`src/rtl/dac_regs_pkg.sv`:
```
package dac_regs_pkg;

  typedef enum logic [3:0] {
    OP_STAGE        = 4'h0,
    OP_COMMIT       = 4'h1,
    OP_STAGE_COMMIT = 4'h2,
    OP_POWER        = 4'h4,
    OP_LDAC_MASK    = 4'h5,
    OP_REF          = 4'h6,
    OP_WIPE         = 4'h7,
    OP_SOFT_RESET   = 4'h8
  } dac_op_e;

  localparam logic [1:0] REF_EXTERNAL = 2'd0;

endpackage

```
`src/rtl/dac_rst_sync.sv`:
```
module dac_rst_sync (
  input  logic clk,
  input  logic arst_n,
  output logic srst_n
);

  logic meta_q;
  logic sync_q;

  always_ff @(posedge clk or negedge arst_n) begin
    if (!arst_n) begin
      meta_q <= 1'b0;
      sync_q <= 1'b0;
    end else begin
      meta_q <= 1'b1;
      sync_q <= meta_q;
    end
  end

  assign srst_n = sync_q;

endmodule

```
`src/rtl/dac_ldac_sync.sv`:
```
module dac_ldac_sync (
  input  logic clk,
  input  logic rst_n,
  input  logic pin_n,
  output logic load_active
);

  logic s1_q;
  logic s2_q;

  always_ff @(posedge clk or negedge rst_n) begin
    if (!rst_n) begin
      s1_q <= 1'b1;
      s2_q <= 1'b1;
    end else begin
      s1_q <= pin_n;
      s2_q <= s1_q;
    end
  end

  assign load_active = ~s2_q;


  ldac_two_stage_chk: assert property (@(posedge clk) disable iff (!rst_n)
    load_active |-> ($past(pin_n, 2) == 1'b0));

endmodule

```
`src/rtl/dac_cmd_decode.sv`:
```
module dac_cmd_decode
  import dac_regs_pkg::*;
#(
  parameter int NUM_CH = 4,
  parameter int SEL_W  = 4,
  parameter int OP_W   = 4
) (
  input  logic              cmd_valid,
  input  logic [OP_W-1:0]   cmd_op,
  input  logic [SEL_W-1:0]  cmd_sel,
  output logic [NUM_CH-1:0] ch_stage,
  output logic [NUM_CH-1:0] ch_commit,
  output logic [NUM_CH-1:0] ch_direct,
  output logic              wr_power,
  output logic              wr_mask,
  output logic              wr_ref,
  output logic              wipe_codes,
  output logic              soft_reset
);

  logic              sel_all;
  logic [NUM_CH-1:0] sel_hit;
  logic              is_stage;
  logic              is_commit;
  logic              is_direct;

  assign sel_all = &cmd_sel;

  generate
    for (genvar c = 0; c < NUM_CH; c++) begin : g_sel
      assign sel_hit[c] = sel_all || (cmd_sel == SEL_W'(c));
    end
  endgenerate

  always_comb begin
    is_stage   = cmd_valid && (cmd_op == OP_STAGE);
    is_commit  = cmd_valid && (cmd_op == OP_COMMIT);
    is_direct  = cmd_valid && (cmd_op == OP_STAGE_COMMIT);
    wr_power   = cmd_valid && (cmd_op == OP_POWER);
    wr_mask    = cmd_valid && (cmd_op == OP_LDAC_MASK);
    wr_ref     = cmd_valid && (cmd_op == OP_REF);
    soft_reset = cmd_valid && (cmd_op == OP_SOFT_RESET);
    wipe_codes = soft_reset || (cmd_valid && (cmd_op == OP_WIPE));
    ch_stage   = is_stage  ? sel_hit : '0;
    ch_commit  = is_commit ? sel_hit : '0;
    ch_direct  = is_direct ? sel_hit : '0;
  end

endmodule

```
`src/rtl/dac_channel.sv`:
```
module dac_channel #(
  parameter int RES_BITS = 12
) (
  input  logic                clk,
  input  logic                rst_n,
  input  logic                wr_stage,
  input  logic                wr_commit,
  input  logic                wr_direct,
  input  logic                wipe,
  input  logic                load_active,
  input  logic                load_enable,
  input  logic [RES_BITS-1:0] new_code,
  output logic [RES_BITS-1:0] active_code
);

  logic [RES_BITS-1:0] stage_q, stage_d;
  logic [RES_BITS-1:0] active_q, active_d;
  logic                stage_en;
  logic                active_en;
  logic                transparent;

  assign transparent = load_active && load_enable;

  always_comb begin
    stage_en = wipe || wr_stage || wr_direct;
    stage_d  = stage_q;
    if (wipe)
      stage_d = '0;
    else if (wr_stage || wr_direct)
      stage_d = new_code;
  end

  always_comb begin
    active_en = wipe || transparent || wr_direct || wr_commit;
    active_d  = active_q;
    if (wipe)
      active_d = '0;
    else if (transparent)
      active_d = stage_d;
    else if (wr_direct)
      active_d = new_code;
    else if (wr_commit)
      active_d = stage_q;
  end

  always_ff @(posedge clk or negedge rst_n) begin
    if (!rst_n) begin
      stage_q  <= '0;
      active_q <= '0;
    end else begin
      if (stage_en)
        stage_q <= stage_d;
      if (active_en)
        active_q <= active_d;
    end
  end

  assign active_code = active_q;


  stage_only_hold_chk: assert property (@(posedge clk) disable iff (!rst_n)
    (wr_stage && !wr_direct && !wr_commit && !wipe && !transparent)
      |=> (active_q == $past(active_q)));


  commit_copy_chk: assert property (@(posedge clk) disable iff (!rst_n)
    (wr_commit && !wipe && !transparent) |=> (active_q == $past(stage_q)));


  direct_both_chk: assert property (@(posedge clk) disable iff (!rst_n)
    (wr_direct && !wipe) |=> ((active_q == $past(new_code)) && (stage_q == $past(new_code))));


  transparent_follow_chk: assert property (@(posedge clk) disable iff (!rst_n)
    (transparent && !wipe) |=> (active_q == stage_q));


  wipe_zero_chk: assert property (@(posedge clk) disable iff (!rst_n)
    wipe |=> ((active_q == '0) && (stage_q == '0)));

endmodule

```
`src/rtl/dac_ctrl_regs.sv`:
```
module dac_ctrl_regs
  import dac_regs_pkg::*;
#(
  parameter int NUM_CH = 4,
  parameter int CTRL_W = 4
) (
  input  logic              clk,
  input  logic              rst_n,
  input  logic              wr_power,
  input  logic              wr_mask,
  input  logic              wr_ref,
  input  logic              soft_reset,
  input  logic [CTRL_W-1:0] wr_data,
  output logic [1:0]        ref_sel,
  output logic [NUM_CH-1:0] pwr_down,
  output logic [NUM_CH-1:0] ldac_ignore
);

  logic [1:0]        ref_q, ref_d;
  logic [NUM_CH-1:0] pwr_q, pwr_d;
  logic [NUM_CH-1:0] mask_q, mask_d;
  logic              ref_en, pwr_en, mask_en;

  always_comb begin
    ref_en  = wr_ref || soft_reset;
    pwr_en  = wr_power || soft_reset;
    mask_en = wr_mask || soft_reset;
    ref_d   = soft_reset ? REF_EXTERNAL : wr_data[1:0];
    pwr_d   = soft_reset ? '0 : wr_data[NUM_CH-1:0];
    mask_d  = soft_reset ? '0 : wr_data[NUM_CH-1:0];
  end

  always_ff @(posedge clk or negedge rst_n) begin
    if (!rst_n) begin
      ref_q  <= REF_EXTERNAL;
      pwr_q  <= '0;
      mask_q <= '0;
    end else begin
      if (ref_en)
        ref_q <= ref_d;
      if (pwr_en)
        pwr_q <= pwr_d;
      if (mask_en)
        mask_q <= mask_d;
    end
  end

  assign ref_sel     = ref_q;
  assign pwr_down    = pwr_q;
  assign ldac_ignore = mask_q;


  ref_write_chk: assert property (@(posedge clk) disable iff (!rst_n)
    (wr_ref && !soft_reset) |=> (ref_sel == $past(wr_data[1:0])));


  power_write_chk: assert property (@(posedge clk) disable iff (!rst_n)
    (wr_power && !soft_reset) |=> (pwr_down == $past(wr_data[NUM_CH-1:0])));


  soft_reset_ctrl_chk: assert property (@(posedge clk) disable iff (!rst_n)
    soft_reset |=> ((ref_sel == REF_EXTERNAL) && (pwr_down == '0) && (ldac_ignore == '0)));

endmodule

```
`src/rtl/dac_reg_bank.sv`:
```
module dac_reg_bank
  import dac_regs_pkg::*;
#(
  parameter int NUM_CH   = 4,
  parameter int RES_BITS = 12,
  parameter int DATA_W   = 16,
  parameter int SEL_W    = 4,
  parameter int OP_W     = 4
) (
  input  logic                         clk,
  input  logic                         rst_n,
  input  logic                         clr_n,
  input  logic                         ldac_n,
  input  logic                         cmd_valid,
  input  logic [OP_W-1:0]              cmd_op,
  input  logic [SEL_W-1:0]             cmd_sel,
  input  logic [DATA_W-1:0]            cmd_data,
  output logic [NUM_CH*RES_BITS-1:0]   dac_code,
  output logic [1:0]                   ref_sel,
  output logic [NUM_CH-1:0]            pwr_down
);

  localparam int CTRL_W = (NUM_CH > 2) ? NUM_CH : 2;

  logic                core_rst_n;
  logic                data_arst_n;
  logic                data_rst_n;
  logic                load_active;
  logic [NUM_CH-1:0]   ch_stage, ch_commit, ch_direct;
  logic [NUM_CH-1:0]   ldac_ignore;
  logic                wr_power, wr_mask, wr_ref, wipe_codes, soft_reset;
  logic [RES_BITS-1:0] new_code;

  assign data_arst_n = rst_n & clr_n;
  assign new_code    = cmd_data[DATA_W-1 -: RES_BITS];

  dac_rst_sync u_core_rst (
    .clk    (clk),
    .arst_n (rst_n),
    .srst_n (core_rst_n)
  );

  dac_rst_sync u_data_rst (
    .clk    (clk),
    .arst_n (data_arst_n),
    .srst_n (data_rst_n)
  );

  dac_ldac_sync u_ldac (
    .clk         (clk),
    .rst_n       (core_rst_n),
    .pin_n       (ldac_n),
    .load_active (load_active)
  );

  dac_cmd_decode #(
    .NUM_CH (NUM_CH),
    .SEL_W  (SEL_W),
    .OP_W   (OP_W)
  ) u_decode (
    .cmd_valid  (cmd_valid),
    .cmd_op     (cmd_op),
    .cmd_sel    (cmd_sel),
    .ch_stage   (ch_stage),
    .ch_commit  (ch_commit),
    .ch_direct  (ch_direct),
    .wr_power   (wr_power),
    .wr_mask    (wr_mask),
    .wr_ref     (wr_ref),
    .wipe_codes (wipe_codes),
    .soft_reset (soft_reset)
  );

  dac_ctrl_regs #(
    .NUM_CH (NUM_CH),
    .CTRL_W (CTRL_W)
  ) u_ctrl (
    .clk         (clk),
    .rst_n       (core_rst_n),
    .wr_power    (wr_power),
    .wr_mask     (wr_mask),
    .wr_ref      (wr_ref),
    .soft_reset  (soft_reset),
    .wr_data     (cmd_data[CTRL_W-1:0]),
    .ref_sel     (ref_sel),
    .pwr_down    (pwr_down),
    .ldac_ignore (ldac_ignore)
  );

  generate
    for (genvar c = 0; c < NUM_CH; c++) begin : g_ch
      logic [RES_BITS-1:0] code_c;

      dac_channel #(
        .RES_BITS (RES_BITS)
      ) u_ch (
        .clk         (clk),
        .rst_n       (data_rst_n),
        .wr_stage    (ch_stage[c]),
        .wr_commit   (ch_commit[c]),
        .wr_direct   (ch_direct[c]),
        .wipe        (wipe_codes),
        .load_active (load_active),
        .load_enable (~ldac_ignore[c]),
        .new_code    (new_code),
        .active_code (code_c)
      );

      assign dac_code[c*RES_BITS +: RES_BITS] = code_c;
    end
  endgenerate


  sel_fanout_chk: assert property (@(posedge clk) disable iff (!core_rst_n)
    (($countones(ch_direct) <= 1) || (&ch_direct)) &&
    (($countones(ch_stage) <= 1) || (&ch_stage)));


  undefined_op_quiet_chk: assert property (@(posedge clk) disable iff (!core_rst_n)
    (cmd_valid && (cmd_op == 4'h3 || cmd_op >= 4'h9))
      |-> ((ch_stage == '0) && (ch_commit == '0) && (ch_direct == '0) &&
           !wr_power && !wr_mask && !wr_ref && !wipe_codes));


  clear_zero_chk: assert property (@(posedge clk) disable iff (!core_rst_n)
    !data_rst_n |-> (dac_code == '0));

endmodule

```
`config.mk`:
```
export PLATFORM = sky130hd
export DESIGN_NAME = dac_reg_bank
export DESIGN_NICKNAME = d
export VERILOG_FILES = /design/src/rtl/dac_regs_pkg.sv /design/src/rtl/dac_rst_sync.sv /design/src/rtl/dac_ldac_sync.sv /design/src/rtl/dac_cmd_decode.sv /design/src/rtl/dac_channel.sv /design/src/rtl/dac_ctrl_regs.sv /design/src/rtl/dac_reg_bank.sv
export SDC_FILE = /design/constraint.sdc
export NUM_CORES = 1
export LEC_CHECK = 0
export ABC_AREA = 1
export CAP_MARGIN = 15
export CORE_ASPECT_RATIO = 1.1
export CORE_MARGIN = 3
export CORE_UTILIZATION = 45
export DETAILED_ROUTE_END_ITERATION = 12
export HOLD_SLACK_MARGIN = 0.06
export PLACE_DENSITY = 0.81
export SETUP_SLACK_MARGIN = 0.05
export SLEW_MARGIN = 20
export SYNTH_ARGS = -nofsm -noshare
export SYNTH_HDL_FRONTEND = slang
export SYNTH_SLANG_ARGS = --single-unit
export TNS_END_PERCENT = 30
```
`constraint.sdc`:
```
create_clock -name clk -period 2.85 [get_ports clk]
set_input_delay 0.285 -clock clk [delete_from_list [all_inputs] [get_ports clk]]
set_output_delay 0.285 -clock clk [all_outputs]
set_load 0.05 [all_outputs]
```
==> metrics.md <==
| Metric | Value |
|---|---|
| Worst Tran Pin Value | 0.933 ns |
| Vias | 5468 |
| Drt pass-1 iters | 5 |
| EDFF count, synth | 0 |
| Number of port buffers | 82 |
| Sequential Power Share | 39.5% |
| Most used standard cell by instance count after synthesis | nand2_1 |
| FF+latch count, synth | 112 |
| Finished Core Util | 55.3% |
| Outcome | complete, no violations |
| Die Wd | 116 µm |
| Antenna violations before repair | 0 |
| Internal Pwr Total | 3.07 mW |
| Post-synth top area share | 45.8% |
| Clk sink count | 112 |
| Clock transition at the registers of the reported paths | 0.07 ns |
| Worst hold path class | in2async |
| TritonCTS buffer count | 9 |
| Via/cell ratio | 5.55 |
| Tcrit/Tclk final | 84.0% |
| Simple-gate share of the synthesized area | 45.1% |
| Synth Cell Area | 6010 µm² |
| Synth area leaders | dfrtp_1 (46%), nand2_1 (18%), nand3_1 (17%) |
| PD cells | 716 nW/µm² |
| Final hold viol count | 0 |
| Switching share of power | 39.8% |
| Ant. Diodes | 0 |
| Per-cell routed wire length | 16.0 µm |
| Initial Util | 46.8% |
| Inst Count DP | 969 |
| Max_slew headroom | 37.5% |
| CORE AREA | 12900 µm² |
| Max_cap viols | 0 |
| Kind of critical path | reg2reg |
| Fin Setup TNS | 0 ns |
| # hold bufs at CTS | 0 |
| Worst IR Drop VDD | 458 µV |
| Async SR Flop Fraction | 100% |
| Predominant post-synthesis flop cell | dfrtp_1 |
| Post-Place Setup Slack | 0.497 ns |
| Post-synthesis cell type count | 23 |
| Post-Route WL | 15800 µm |
| Clock Power Share | 23.9% |
| Post-synthesis compound-gate area fraction | 1.19% |
| RSZ-0062 raised after global routing | no |
| Setup WS post-layout | 0.456 ns |
| Crit path time final | 2.39 ns |
| Syn-to-layout area delta | 18.2% |
| Final setup vio count | 0 |
| Leak | 3.66 nW |
| GRT Total Usage | 22.1% |
| Avg Cell Area, Syn | 7.83 µm² |
| Synth Area in XOR/XNOR | 0% |
| Die area | 14800 µm² |
| Overflow after GRT | 0 |
| # DRC | 0 |
| Most frequent cells after synthesis | nand2_1 (295), nand3_1 (202), dfrtp_1 (110), buf_2 (29), nand3_2 (27) |
| Final HPWL DP | 10700 µm |
| Crit. End Element | flop |
| Mux contribution to synthesized area | 0% |
| Hold Slack | 0.0895 ns |
| Required time worst endpoint | 3.14 ns |
| Row cnt | 43 |
| First-pass GRT wire length | 26000 µm |
| Max Fclk | 418 MHz |
| Post-Layout Cell Count | 985 |
| Syn. warnings | 0 |
| Cell count after synthesis | 768 |
| Final Net Count | 852 |
| Crit path launch type | flop |
| RePlAce Congestion | 0.866 |
| # fillers | 1190 |
| Cell accounting for the most synthesized area | dfrtp_1 |
| Setup bufs post-CTS | 0 |
| Comb pwr share | 36.6% |
| Later-pin clock latency in the skew report | 0.36 ns |
| Seq/Total Area, Yosys | 46.6% |
| H-tree Lvls | 3 |
| Largest family of logic cells by synthesized area | simple AND/OR/NAND/NOR gates |
| Clock Path Buffers | 2 |
| Drt first-iter violations | 656 |
| Share of layout cells above drive strength 1 | 11.4% |
| Antenna Nets Post-Route | 0 |
| CTS tree | yes |
| Largest net degree at the start of global routing | 54 |
| Final setup skew | 0.00881 ns |
| Post-cts sizing count | 0 |
| Die Y | 127 µm |
| Final max-slew violation count | 0 |
| Crit Path Max Fanout | 13 |
| I/O pin total | 83 |
| Root buffer cell | clkbuf_16 |
| Vias in the first global route | 5184 |
| Synth Area in Adders | 0% |
| Critical path arrival | 2.69 ns |
| Psw | 2.02 mW |
[metal layers]
layer / global-route usage [%] / part of all wire [%] / vias up
met2: 33.1 / 46 / 285
met3: 4.03 / 8.4 / 38
met4: 10.0 / 3.1 / 0
met5: 0 / 0 / -
li1: - / - / 2614
met1: 31.1 / 42 / 2531
[power groups by stage]
stage	sequential (mW)	combinational [mW]	clock, mW
2_1_floorplan	2.71	0.591	0
3_3_place_gp	2.04	1.85	0
3_5_place_dp	2.04	1.87	0
4_1_cts	2.02	1.87	1.22
5_1_grt	2.05	1.99	1.30
6_report	2.01	1.86	1.22
[worst max-delay path: stages (launching register included)]
cell,delay [ns]
dfstp_2,0.39
nor2_1,0.72
inv_1,0.44
nand2_2,0.20
nor2_4,0.10
nor2_4,0.26
nand3_1,0.12
nand2_1,0.09
[registers in the layout (all words and copies together), names as in the netlist]
register and count:
u_ctrl.ldac_ignore 4, g_ch.u_ch.active_code 48, u_ctrl.ref_sel 2, u_data_rst.meta_q 1, u_data_rst.srst_n 1, u_core_rst.meta_q 1, u_ldac.s1_q 1, u_ldac.s2_q 1
g_ch.u_ch.stage_q 48, u_core_rst.srst_n 1, u_ctrl.pwr_down 4
[path summary, 6_finish.rpt]
check / start / end / slack, ns / cells after the start
min reg2reg: u_core_rst.srst_n / u_ctrl.ref_sel[0] / 0.19 / 0
max reg2reg: u_ldac.s2_q / g_ch[3].u_ch.active_code[11] / 0.46 / 7
min: rst_n / u_core_rst.srst_n / 0.09 / 1
max in group asynchronous: u_data_rst.srst_n / g_ch[1].u_ch.active_code[6] / 1.82 / 1
max: u_ldac.s2_q / g_ch[3].u_ch.active_code[11] / 0.46 / 7
min in group clk: ldac_n / u_ldac.s1_q / 0.34 / 1
[cell families (layout without fill, tap and decap cells)]
group,Yosys count,after routing
AO/OA/AOI/OAI,14,14
other,1,2
buffers and inverters,78,137
AND/OR/NAND/NOR,563,563
flip-flops,112,112
[per-stage QoR]
stage / cell area [µm²] / total power, mW
2_1_floorplan: 6020 / 3.30
3_3_place_gp: 6830 / 3.89
3_5_place_dp: 6830 / 3.91
4_1_cts: 7110 / 5.11
5_1_grt: 7110 / 5.33
6_report: 7110 / 5.09
[final cells by class]
type                       instances  area, µm²  area share (%)
clock buffer                      10        239            3.36
clock inverter                     6       42.5           0.598
inverter                          26       97.6            1.37
multi-input combinational        579       2790            39.3
sequential                       112       2810            39.5
tap                              157        196            2.76
timing repair buffer              95        931            13.1
[layout by cell type, fill, tap and decap left out, drive strengths merged]
cell	instances
nand2	310
clkinvlp	2
or2	1
o21ai	12
a31oi	1
dfstp	2
dfrtp	110
a21oi	1
inv	27
clkdlybuf4s50	82
conb	2
buf	13
clkinv	3
nor2	23
clkbuf	10
nand3	229
Power figures use the tool's default switching activity.
